$ cat config.mk
export PLATFORM = sky130hd
export DESIGN_NAME = fpm_ctrl
export DESIGN_NICKNAME = d
export VERILOG_FILES = /design/src/rtl/fpm_pkg.sv /design/src/rtl/fpm_span_ctr.sv /design/src/rtl/fpm_row_track.sv /design/src/rtl/fpm_ctrl.sv
export SDC_FILE = /design/constraint.sdc
export NUM_CORES = 1
export LEC_CHECK = 0
export BUFFER_PORTS_ARGS = -buffer_cell sky130_fd_sc_hd__buf_2
export CAP_MARGIN = 20
export CORE_MARGIN = 2
export CORE_UTILIZATION = 40
export CTS_CLUSTER_SIZE = 28
export DETAILED_ROUTE_END_ITERATION = 7
export PLACE_DENSITY = 0.67
export SLEW_MARGIN = 20
export SYNTH_ARGS = -nofsm -noshare
export SYNTH_HDL_FRONTEND = slang
export SYNTH_SLANG_ARGS = --single-unit
$ cat constraint.sdc
create_clock -name clk -period 3.9 [get_ports clk]
set_input_delay 0.195 -clock clk [delete_from_list [all_inputs] [get_ports clk]]
set_output_delay 0.195 -clock clk [all_outputs]
set_load 0.005 [all_outputs]
$ cat src/rtl/fpm_pkg.sv
// Package: shared state encoding and constant helpers for the controller.
package fpm_pkg;

    typedef enum logic [2:0] {
        ST_IDLE,    // row closed, RAS high, precharging
        ST_ROWSET,  // row address on the bus, RAS still high
        ST_RCD,     // RAS low, row address held
        ST_COLSET,  // column address (and write data) set up, CAS high
        ST_CASLO,   // CAS low
        ST_CASHI,   // CAS precharge
        ST_OPEN     // row open, waiting for the next hit
    } fpm_state_e;

    function automatic int max2(input int a, input int b);
        return (a > b) ? a : b;
    endfunction

endpackage

$ cat src/rtl/fpm_span_ctr.sv
// Saturating span counter. It counts the clock cycles since the last cycle
// in which clr was high, and stops at MAXV. Reset clears it to zero.
// Assumes MAXV >= 1.
module fpm_span_ctr #(
    parameter int MAXV = 7,
    localparam int W = $clog2(MAXV + 1)
) (
    input  logic         clk,
    input  logic         rst_n,
    input  logic         clr,
    output logic [W-1:0] q
);

    // Count up from the last clear, holding at the limit.
    always_ff @(posedge clk) begin
        if (!rst_n || clr)
            q <= '0;
        else if (q != W'(MAXV))
            q <= q + 1'b1;
    end

endmodule

$ cat src/rtl/fpm_row_track.sv
// Open-row tracker. It holds the row that is active in the DRAM and flags a
// request whose row matches it. load captures a new row at activation and
// drop forgets it when the row is closed.
module fpm_row_track #(
    parameter int ROW_W = 12
) (
    input  logic             clk,
    input  logic             rst_n,
    input  logic             load,
    input  logic [ROW_W-1:0] load_row,
    input  logic             drop,
    input  logic [ROW_W-1:0] cmp_row,
    output logic [ROW_W-1:0] open_row,
    output logic             hit
);

    logic valid;

    // Remember the activated row and whether it is still open.
    always_ff @(posedge clk) begin
        if (!rst_n) begin
            valid    <= 1'b0;
            open_row <= '0;
        end else if (load) begin
            valid    <= 1'b1;
            open_row <= load_row;
        end else if (drop) begin
            valid    <= 1'b0;
        end
    end

    // Page hit when a row is open and its address matches.
    always_comb hit = valid && (open_row == cmp_row);

endmodule

$ cat src/rtl/fpm_ctrl.sv
// Fast page mode DRAM controller, top level.
// It turns single-word requests into RAS/CAS/WE/OE sequences on a multiplexed
// address bus. It keeps the row open for page hits and closes it on a miss,
// on a refresh request, or before the RAS-low limit is reached. All timing
// parameters are in clock cycles. Assumes every T_* >= 1, T_RCD >= 1,
// T_RAS_MAX well above T_RAS + T_RCD plus one page cycle, and a DRAM whose
// outputs are enabled only while CAS and OE are both low.
module fpm_ctrl
    import fpm_pkg::*;
#(
    parameter int DATA_W    = 72,
    parameter int ROW_W     = 12,
    parameter int COL_W     = 10,
    parameter int T_RP      = 5,
    parameter int T_RAS     = 9,
    parameter int T_RCD     = 2,
    parameter int T_CAS     = 2,
    parameter int T_CP      = 2,
    parameter int T_ACC     = 4,
    parameter int T_OFF     = 3,
    parameter int T_RAS_MAX = 12500,
    localparam int ADDR_W   = ROW_W + COL_W,
    localparam int MA_W     = max2(ROW_W, COL_W)
) (
    input  logic              clk,
    input  logic              rst_n,
    input  logic              req_valid,
    output logic              req_ready,
    input  logic              req_write,
    input  logic [ADDR_W-1:0] req_addr,
    input  logic [DATA_W-1:0] req_wdata,
    output logic              rd_valid,
    output logic [DATA_W-1:0] rd_data,
    input  logic              ref_req,
    output logic              ref_ack,
    output logic [MA_W-1:0]   dram_addr,
    output logic              dram_ras_n,
    output logic              dram_cas_n,
    output logic              dram_we_n,
    output logic              dram_oe_n,
    output logic [DATA_W-1:0] dram_dq_out,
    output logic              dram_dq_oe,
    input  logic [DATA_W-1:0] dram_dq_in
);

    localparam int CAS_RD   = max2(T_CAS, T_ACC);
    localparam int PAGE_MAX = 1 + T_OFF + CAS_RD + T_CP;
    localparam int ST_MAX   = max2(T_RCD, max2(CAS_RD, T_CP));
    localparam int ST_W     = $clog2(ST_MAX + 1);
    localparam int RP_W     = $clog2(T_RP + 1);
    localparam int RL_W     = $clog2(T_RAS_MAX + 1);
    localparam int TA_W     = $clog2(T_OFF + 1);

    fpm_state_e        state, state_n;
    logic              wr_q;
    logic [COL_W-1:0]  col_q;
    logic [DATA_W-1:0] wdata_q;
    logic [ROW_W-1:0]  open_row;
    logic              hit, accept, ras_low, rd_win, rd_take;
    logic [ST_W-1:0]   st_q;
    logic [RP_W-1:0]   rp_q;
    logic [RL_W-1:0]   rl_q;
    logic [TA_W-1:0]   ta_q;
    logic              rp_go, rp_ack, ras_min_ok, fit_page, ta_ok;
    logic              rcd_done, cas_done, cp_done, want_close;

    // Strobe-phase decode shared by the counters and the pins.
    always_comb begin
        ras_low = (state != ST_IDLE) && (state != ST_ROWSET);
        rd_win  = (state == ST_CASLO) && !wr_q;
    end

    // Cycle counters: time in state, RAS high, RAS low, since last read window.
    fpm_span_ctr #(.MAXV(ST_MAX)) u_st_ctr (
        .clk(clk), .rst_n(rst_n), .clr(state_n != state), .q(st_q));
    fpm_span_ctr #(.MAXV(T_RP)) u_rp_ctr (
        .clk(clk), .rst_n(rst_n), .clr(ras_low), .q(rp_q));
    fpm_span_ctr #(.MAXV(T_RAS_MAX)) u_rl_ctr (
        .clk(clk), .rst_n(rst_n), .clr(!ras_low), .q(rl_q));
    fpm_span_ctr #(.MAXV(T_OFF)) u_ta_ctr (
        .clk(clk), .rst_n(rst_n), .clr(rd_win), .q(ta_q));

    // Open-row bookkeeping and hit detection.
    fpm_row_track #(.ROW_W(ROW_W)) u_row (
        .clk(clk), .rst_n(rst_n),
        .load(accept && (state == ST_IDLE)),
        .load_row(req_addr[ADDR_W-1:COL_W]),
        .drop((state == ST_OPEN) && (state_n == ST_IDLE)),
        .cmp_row(req_addr[ADDR_W-1:COL_W]),
        .open_row(open_row), .hit(hit));

    // Timing qualifiers derived from the counters.
    always_comb begin
        rp_go      = 32'(rp_q) + 2 >= T_RP;
        rp_ack     = 32'(rp_q) + 1 >= T_RP;
        ras_min_ok = 32'(rl_q) + 1 >= T_RAS;
        fit_page   = 32'(rl_q) + 2 + PAGE_MAX <= T_RAS_MAX;
        ta_ok      = 32'(ta_q) >= T_OFF;
        rcd_done   = 32'(st_q) == T_RCD - 1;
        cas_done   = wr_q ? (32'(st_q) == T_CAS - 1) : (32'(st_q) == CAS_RD - 1);
        cp_done    = 32'(st_q) == T_CP - 1;
        want_close = ref_req || !fit_page || (req_valid && !hit);
    end

    // Handshake: accept from a precharged idle bank, or as a page hit with room left.
    always_comb begin
        req_ready = !ref_req &&
                    (((state == ST_IDLE) && rp_go) ||
                     ((state == ST_OPEN) && hit && fit_page));
        accept    = req_valid && req_ready;
        ref_ack   = ref_req && (state == ST_IDLE) && rp_ack;
    end

    // Next-state logic of the strobe sequencer.
    always_comb begin
        state_n = state;
        unique case (state)
            ST_IDLE:   if (accept) state_n = ST_ROWSET;
            ST_ROWSET: state_n = ST_RCD;
            ST_RCD:    if (rcd_done) state_n = ST_COLSET;
            ST_COLSET: if (!wr_q || ta_ok) state_n = ST_CASLO;
            ST_CASLO:  if (cas_done) state_n = ST_CASHI;
            ST_CASHI:  if (cp_done) state_n = ST_OPEN;
            ST_OPEN: begin
                if (accept)
                    state_n = ST_COLSET;
                else if (want_close && ras_min_ok)
                    state_n = ST_IDLE;
            end
            default:   state_n = ST_IDLE;
        endcase
    end

    // State register.
    always_ff @(posedge clk) begin
        if (!rst_n) state <= ST_IDLE;
        else        state <= state_n;
    end

    // Capture the accepted request's column, direction and data.
    always_ff @(posedge clk) begin
        if (!rst_n) begin
            wr_q    <= 1'b0;
            col_q   <= '0;
            wdata_q <= '0;
        end else if (accept) begin
            wr_q    <= req_write;
            col_q   <= req_addr[COL_W-1:0];
            wdata_q <= req_wdata;
        end
    end

    // Read return: sample the DRAM at the end of the CAS-low period.
    always_comb rd_take = rd_win && cas_done;

    always_ff @(posedge clk) begin
        if (!rst_n) begin
            rd_valid <= 1'b0;
            rd_data  <= '0;
        end else begin
            rd_valid <= rd_take;
            if (rd_take) rd_data <= dram_dq_in;
        end
    end

    // DRAM pin decode from the sequencer state.
    always_comb begin
        dram_ras_n  = !ras_low;
        dram_cas_n  = (state != ST_CASLO);
        dram_we_n   = !(wr_q && ((state == ST_COLSET) || (state == ST_CASLO)));
        dram_oe_n   = !rd_win;
        dram_dq_oe  = wr_q && (((state == ST_COLSET) && ta_ok) || (state == ST_CASLO));
        dram_dq_out = wdata_q;
        dram_addr   = ((state == ST_ROWSET) || (state == ST_RCD)) ?
                      MA_W'(open_row) : MA_W'(col_q);
    end

endmodule

==> flow_summary.toml, run 1 <==
[setup_path]
r2r_slack_ns = 1.21
r2r-end = "dram_dq_out[21]"
path_class = "reg -> reg"
worstSetupEndpoint = "dram_dq_out[21]"
crit_path_start = "u_rl_ctr.q[8]"
crit_path_end_kind = "flop"
rr_worst_depth = 7
r2r_start = "u_rl_ctr.q[8]"
cp_max_fo = 84
required_ns = 4.22
worstPathArrival_ns = 3.01
start_kind = "flop"

[synthesis]
ys_seq_area_share_pct = 46.71
async_flop_share_pct = 0
synth_area_per_cell_um2 = 9.491
synth_cell_type_count = 54
dominantRegCellSynth = "dfxtp_1"
ys_ff_latch = 194
netlist_area_um2 = 8314
syn_inst = 876
syn-num-nets = 1060
synth_edf_count = 0
synth_warnings = 0

[sta]
fin_crit_sh_pct = 68.90
finalClockSkew_ns = 0.01698
finalHoldViolCount = 0
tns_ns = 0
rsz0062_at_grt = "false"
post-route-worst-setup-slack_ns = 1.213
relSlewSlack_pct = 47.08
period_minus_slack_ns = 2.687
worst_pin_slew_ns = 0.7938
setup_violations = 0
fmax_ghz = 0.3721
drv_slew = 0

[clocking]
clkSinkCount = 194
clkTransAtPathRegs_ns = 0.08
root_buffer = "clkbuf_16"
cts_max_level = 4
clk_latency_ns = 0.44
cts_tree = "yes"
numCtsBuffers = 17
cts-resized-gates = 0
clockBufferDepth = 2

[grt]
grt_use_total_pct = 19.49
antenna_found_initial = 3
first_global_vias = 6990
overflow = 0
grt_max_degree = 99
grt_pass1_wl_um = 34650

[routing]
ant_nets = 0
viasPerCell = 4.774
wl_per_cell_um = 14.24
dr.pass1.iters = 4
drt-initial-drc-count = 295
dr_total_vias = 7281
drt_wl_total_um = 21710
drc = 0

[hold_path]
holdCritPathClass = "in -> reg"

[die]
die_h_um = 148.2
rows = 52
core_um2 = 20300
pin_count = 335
start_util_pct = 40.96
die_area_um2 = 21950
die_w_um = 148.2

[placement]
place_congestion = 0.8576
dp_hpwl_um = 15220
post-place-ws_ns = 1.268
portBuffers = 334

[flow_run]
cap_violations = 0

[power_and_ir_drop]
vdd_drop_max_mv = 0.3097
p_leak_uw = 0.004686
p_per_area_nw_per_um2 = 402.9

[finish]
drive_gt1_share_pct = 31.36
synthToLayoutAreaGrowth_pct = 36.33
nets = 1424

[status]
status = "completed"
critical path, stage by stage (launching register included):
cell       delay (ns)
dfxtp_1          0.39
or4_4            0.58
a2111oi_4        0.39
o211ai_2         0.15
o21bai_4         0.16
buf_12           0.44
mux2i_1          0.28
nor2b_1          0.06
metrics by stage:
stage               total power, uW  hold WS (ns)  utilization, %  cells  area [um^2]
floorplan                      2564        0.3399               -    876         8314
global placement               2766        0.4461           49.80   1431        10110
detailed placement             2773        0.4543           49.80   1431        10110
CTS                            4631     0.0001662           55.76   1522        11320
global route                   4793      0.001519           55.82   1524        11330
finish                         4567       0.01070           55.84   1525        11330
kinds of logic after synthesis:
logic type	count (synthesis)	synth area share, %
and+or+nand+nor	353	20.83
xor gates and xnor gates	30	3.160
DFF	194	46.71
adders and majority gates	13	1.956
buffers and inverters	69	4.123
AOI/OAI and AO/OA	107	9.812
muxes	110	13.41
routing by layer:
metal	up-vias	global-route usage [%]	share of wire, %
li1	3653	-	-
met4	2	6.905	2.5
met2	283	33.98	49
met5	-	0	0.060
met1	3305	22.58	40
met3	38	6.074	8.3
registers in the layout, summed over array words and instances (netlist names), 2 cells and up:
register and flops:
u_ta_ctr.q 2, col_q 10, u_row.open_row 12, u_rl_ctr.q 14, rd_data 72, state 3
u_rp_ctr.q 3, dram_dq_out 72, u_st_ctr.q 3
area by class of cell:
class,count,area [um^2]
Multi-Input combinational cell,613,4099
Antenna cell,2,5.005
Timing Repair Buffer,401,2340
Sequential cell,194,3884
Fill cell,1832,8965
Tap cell,270,337.8
Clock buffer,17,425.4
Clock inverter,15,195.2
Inverter,13,48.80
power breakdown:
part / internal (uW) / switching, uW
clock network: 888 / 910
logic: 348 / 286
registers: 2070 / 63.1
total: 3310 / 1260
worst min path at each step:
stage | startpoint | to | slack [ns] | depth (start not counted)
global route | dram_dq_in[60] | rd_data[60] | 0.002 | 3
global placement | dram_dq_in[41] | rd_data[41] | 0.45 | 3
finish | dram_dq_in[21] | rd_data[21] | 0.01 | 3
detailed placement | dram_dq_in[29] | rd_data[29] | 0.45 | 3
CTS | dram_dq_in[34] | rd_data[34] | 0.0002 | 3
floorplan | dram_dq_in[69] | rd_data[69] | 0.34 | 2
Yosys cell counts, types with 3 or more instances:
cell      number  area share, %
nand4_1        7           0.53
or4_1          3           0.27
and3_1         6           0.45
mux2_2        11            1.5
a21boi_0      72            6.5
dfxtp_1      194             47
nor3_1         9           0.54
inv_1         11           0.50
o21ai_0        5           0.30
nor2_1        26            1.2
nor4b_1        3           0.32
xor2_1         6           0.63
a21oi_1        8           0.48
nand2_1      165            7.4
and2_1         7           0.53
nand2b_1       6           0.45
ha_1          13            2.0
nand3_1        8           0.48
xnor2_1       24            2.5
nor2b_1      100            7.5
mux2i_1       99             12
clkbuf_1      44            2.0
nor4_1         5           0.38
buf_8          6            1.1
placed cells by master (no fill, tap or decap), drive strengths merged, types with 2 or more instances in the layout:
master and instances:
a21oi 8, inv 22, clkbuf 17, nor3 9, nand2b 6, a211oi 3, dlygate4sd3 60, o21ai 6
a21o 2, and2 7, nor2 26, nand3 8, clkinv 5, and3 6, a2111oi 2, mux2i 99
or3 2, nor4b 3, xor2 6, dfxtp 194, xnor2 24, nor4 5, a21boi 72, nand4 7
mux2 11, nor2b 100, nand2 165, ha 13, buf 341, diode 2, a311oi 2, nand3b 2
or4 4
repair_timing:
item                                   CTS  global route
hold buffers                            59             1
buffers inserted                         0             0
endpoints found under the hold margin   59             1
Note: power is estimated with default switching activity, not from simulation.
==> run 2, diff against run 1 <==
==> constraint.sdc (replaced) <==
create_clock -name clk -period 2.5 [get_ports clk]
set_input_delay 0.125 -clock clk [delete_from_list [all_inputs] [get_ports clk]]
set_output_delay 0.125 -clock clk [all_outputs]
set_load 0.005 [all_outputs]
==> run 2 against run 1 <==
Effect of this change:
- routed wire length grew 14%
- final area is 11% higher
- final cell count rose by 8.1%
- die area is the same
- total power is 59% higher
- clock power rose by 52%
- sequential cell count unchanged
- largest power group unchanged
- register-to-register slack got worse by 1.1 ns
==> flow_summary.toml, run 2 (synthesis gave the netlist of run 1 again) <==
[setup_path]
worstPathArrival_ns = 2.66
required_ns = 2.82
rr_worst_depth = 10
path_class = "reg -> reg"
crit_path_end_kind = "flop"
r2r_slack_ns = 0.15
r2r-end = "dram_dq_out[17]"
r2r_start = "u_rl_ctr.q[0]"
cp_max_fo = 10
start_kind = "flop"

[routing]
drt-initial-drc-count = 306
wl_per_cell_um = 14.96
drt_wl_total_um = 24670
drc = 0
ant_nets = 0
viasPerCell = 4.764
dr.pass1.iters = 4
dr_total_vias = 7856

[clocking]
clockBufferDepth = 2
numCtsBuffers = 17
post_cts_buffers = 0
cts_tree = "yes"
cts_max_level = 4
root_buffer = "clkbuf_16"
clk_latency_ns = 0.44
clkSinkCount = 194
clkTransAtPathRegs_ns = 0.07

[finish]
mostFrequentLayoutCell = "buf_2"
seqCellArea_um2 = 3884
fill_cells = 1698
drive_gt1_share_pct = 30.12
synthToLayoutAreaGrowth_pct = 51.50
final_cell_mix = "333 x buf_2, 194 x dfxtp_1, 165 x dlygate4sd3_1"
nets = 1549
multi_input_area_um2 = 4114

[die]
start_util_pct = 40.96
die_area_um2 = 21950
die_h_um = 148.2
core_um2 = 20300
pin_count = 335
die_w_um = 148.2
rows = 52

[grt]
grt_use_total_pct = 22.08
use_met2_pct = 38.38
overflow = 0
antenna_found_initial = 1
use_met3_pct = 6.595
globalRouteMet1Util_pct = 25.23
first_global_vias = 7929
grt_pass1_wl_um = 39230
busiest_layer = "met2"
grt_max_degree = 88

[placement]
post-place-ws_ns = 0.1053
place_congestion = 0.7960
portBuffers = 334
dp_hpwl_um = 15940

[power_and_ir_drop]
vdd_drop_max_mv = 0.3901
p_leak_uw = 0.005239
p_per_area_nw_per_um2 = 575.9
power_uw = 7254

[hold_path]
hold_path_end = "wr_q"
min-delay-start = "req_write"
holdCritPathClass = "in -> reg"
min_path_cells = 3

[status]
status = "completed"

[sta]
drv_slew = 0
finalClockSkew_ns = 0.01936
fmax_ghz = 0.4263
finalHoldViolCount = 0
fin_crit_sh_pct = 93.83
tns_ns = 0
post-route-worst-setup-slack_ns = 0.1542
worst_pin_slew_ns = 0.7584
relSlewSlack_pct = 49.44
setup_violations = 0
rsz0062_at_grt = "false"
period_minus_slack_ns = 2.346

[flow_run]
cap_violations = 0
run 2: changes by cell type in the layout (fill, tap and decap cells not counted), moves of 2 or more:
cell           change
dlygate4sd3_1    +105
buf_4             +14
buf_12             +6
inv_12             -3
clkinv_4           +2
run 2: how the worst max path moves through the flow:
stage	start	end	slack (ns)	cells after the start
floorplan	u_rl_ctr.q[10]	dram_dq_out[12]	0.23	9
finish	u_rl_ctr.q[0]	dram_dq_out[17]	0.15	10
detailed placement	u_rl_ctr.q[8]	dram_dq_out[7]	0.11	8
global placement	u_rl_ctr.q[8]	dram_dq_out[71]	0.20	8
global route	u_rl_ctr.q[0]	dram_dq_out[17]	0.02	10
CTS	u_rl_ctr.q[8]	req_ready	0.09	6
run 2: final cells by class:
cell class,count,area share [%]
Antenna cell,1,0.01987
Inverter,13,0.3874
Clock inverter,14,1.301
Tap cell,270,2.682
Multi-Input combinational cell,613,32.66
Clock buffer,18,3.407
Timing Repair Buffer,526,28.71
Sequential cell,194,30.83
run 2: what timing repair did:
| action | in CTS | in global routing |
|---|---|---|
| hold buffers | 165 | 0 |
| endpoints found under the hold margin | 165 | 0 |
| endpoints found under the setup margin | 0 | 29 |
| gates resized for setup | 0 | 4 |
run 2: report_power, final:
group / total (uW) / switching, uW / leakage, uW / internal, uW
sequential: 3330 / 101 / 0.00157 / 3230
combinational: 1190 / 506 / 0.00339 / 688
clock: 2730 / 1380 / 0.000284 / 1350
run 2: worst max-delay path: stages (launching register included):
cell	delay, ns
dfxtp_1	0.35
inv_1	0.11
ha_1	0.17
nand2b_1	0.10
a2111oi_4	0.42
o211ai_2	0.17
o21bai_4	0.20
buf_12	0.18
buf_4	0.17
mux2i_1	0.26
nor2b_1	0.09
run 2: per-layer routing:
metal / share of wire, % / routed length, um
met1: 41 / 10120
met2: 49 / 12110
met3: 7.0 / 1729
met4: 2.9 / 710
met5: 0.036 / 9
run 2: metrics by stage:
stage                     area (um^2)  std cells  hold slack, ns  utilization (%)
after floorplan                  8314        876          0.2699                -
after global placement          10330       1451          0.3735            50.91
after detailed placement        10330       1451          0.3821            50.91
after CTS                       12580       1648         0.01023            61.96
after global routing            12590       1648         0.02236            62.04
final                           12600       1649         0.01463            62.05
==> run 3, diff against run 2 <==
--- a/config.mk
+++ b/config.mk
@@ -12,6 +12,7 @@
 export CTS_CLUSTER_SIZE = 28
 export DETAILED_ROUTE_END_ITERATION = 7
 export PLACE_DENSITY = 0.67
+export REMOVE_ABC_BUFFERS = 1
 export SLEW_MARGIN = 20
 export SYNTH_ARGS = -nofsm -noshare
 export SYNTH_HDL_FRONTEND = slang
==> run 3 against run 2 <==
Effect of this change:
- sequential cell count did not move
- via count grew 0.93%
- sequential share of layout area shrank 0.20 points
- setup slack got worse by 0.099 ns
- final cell count up 0.18%
- core utilization increased by 0.41 points
==> flow_summary.toml, run 3 (synthesis gave the netlist of run 1 again) <==
[finish]
drive_gt1_share_pct = 30.41
mostFrequentLayoutCell = "buf_2"
final_util_pct = 62.46
synthToLayoutAreaGrowth_pct = 52.49
nets = 1552
final_cell_area_um2 = 12680
final_cell_mix = "333 x buf_2, 194 x dfxtp_1, 165 x dlygate4sd3_1"

[die]
die_w_um = 148.2
die_area_um2 = 21950
pin_count = 335
rows = 52
start_util_pct = 40.96
core_um2 = 20300
die_h_um = 148.2

[grt]
grt_use_total_pct = 23.24
first_global_vias = 8275
antenna_found_initial = 1
grt_pass1_wl_um = 41080
overflow = 0
grt_max_degree = 94

[sta]
timing.hold.ws_ns = 0.02552
drv_slew = 0
fin_crit_sh_pct = 97.78
finalHoldViolCount = 0
setup_violations = 0
relSlewSlack_pct = 46.53
worst_pin_slew_ns = 0.8021
finalClockSkew_ns = 0.02035
fmax_ghz = 0.4091
post-route-worst-setup-slack_ns = 0.05547
period_minus_slack_ns = 2.445

[setup_path]
required_ns = 2.81
path_class = "reg -> reg"
worstPathArrival_ns = 2.76
cp_max_fo = 27
crit_path_end_kind = "flop"
start_kind = "flop"

[power_and_ir_drop]
p_leak_uw = 0.005271
p_int_uw = 5296
clock_power_share_pct = 37.7
vdd_drop_max_mv = 0.4667
seq_power_share_pct = 45.9
sw_frac_of_total_pct = 27.19
p_per_area_nw_per_um2 = 573.7
combPwrFrac_pct = 16.4
p_switching_uw = 1978
power_uw = 7274

[routing]
ant_nets = 0
drt-initial-drc-count = 301
dr_total_vias = 7929
viasPerCell = 4.800
dr.pass1.iters = 4
drt_wl_total_um = 26170
drc = 0
wl_per_cell_um = 15.84

[clocking]
cts_max_level = 4
clkTransAtPathRegs_ns = 0.08
root_buffer = "clkbuf_16"
post_cts_buffers = 0
clockBufferDepth = 2
clk_latency_ns = 0.44
clkSinkCount = 194
numCtsBuffers = 17
cts_tree = "yes"

[status]
status = "completed"

[flow_run]
cap_violations = 0

[placement]
place_area_um2 = 10390
dp_hpwl_um = 16950
post-place-ws_ns = 0.1614
place_congestion = 0.8662
portBuffers = 334

[hold_path]
holdCritPathClass = "in -> reg"
[run 3: cell types whose count changed in the layout (fill, tap and decap cells not counted), moves of 2 or more]
cell | before | now
inv_6 | 3 | 5
clkinv_4 | 3 | 1
nand3_1 | 8 | 6
nand3_2 | 0 | 2
buf_12 | 7 | 10
clkinv_8 | 4 | 6
[run 3: final cells by class]
class / count / area, um^2
Antenna cell: 1 / 2.502
Clock buffer: 19 / 442.9
Clock inverter: 13 / 161.4
Fill cell: 1639 / 7621
Inverter: 13 / 48.80
Multi-Input combinational cell: 613 / 4125
Sequential cell: 194 / 3884
Tap cell: 270 / 337.8
Timing Repair Buffer: 529 / 3676
[run 3: metrics by stage]
stage	setup TNS (ns)	instances
finish	0	1652
global placement	0	1454
floorplan	-212.62	820
detailed placement	0	1454
CTS	0	1651
global route	-0.02563	1652
[run 3: critical path: stages, from the launching register on]
cell	delay, ns
dfxtp_1	0.32
or4_4	0.55
a2111oi_4	0.40
o211ai_2	0.16
o21bai_4	0.15
buf_12	0.15
buf_12	0.22
mux2i_2	0.29
nor2b_1	0.09
[run 3: power by group through the flow]
stage               clock [uW]  combinational (uW)  sequential [uW]
global placement             0                 959             3400
global route              2930                1320             3360
detailed placement           0                 969             3400
finish                    2740                1200             3340
floorplan                    0                 573             3400
CTS                       2800                1180             3330
[run 3: timing repair]
item | 4_1_cts | 5_1_grt
hold endpoints to repair | 165 | 0
setup endpoints to repair | 0 | 3
gates resized for setup | 0 | 5
hold buffers | 165 | 0
[run 3: path summary, 6_finish.rpt]
| check | start | endpoint | slack [ns] | depth (start not counted) |
|---|---|---|---|---|
| max | u_rl_ctr.q[8] | col_q[8] | 0.06 | 8 |
| min | req_addr[18] | u_row.open_row[8] | 0.03 | 3 |
| max reg2reg | u_rl_ctr.q[8] | col_q[8] | 0.06 | 8 |
| min reg2reg | rd_data[21] | rd_data[21] | 0.46 | 2 |
[run 3: per-layer routing]
| layer | track usage, % | vias up | part of all wire, % |
|---|---|---|---|
| li1 | - | 3901 | - |
| met1 | 26.67 | 3658 | 40 |
| met2 | 39.68 | 289 | 49 |
| met3 | 6.656 | 81 | 6.8 |
| met4 | 11.52 | 0 | 4.0 |
| met5 | 0 | - | 0 |
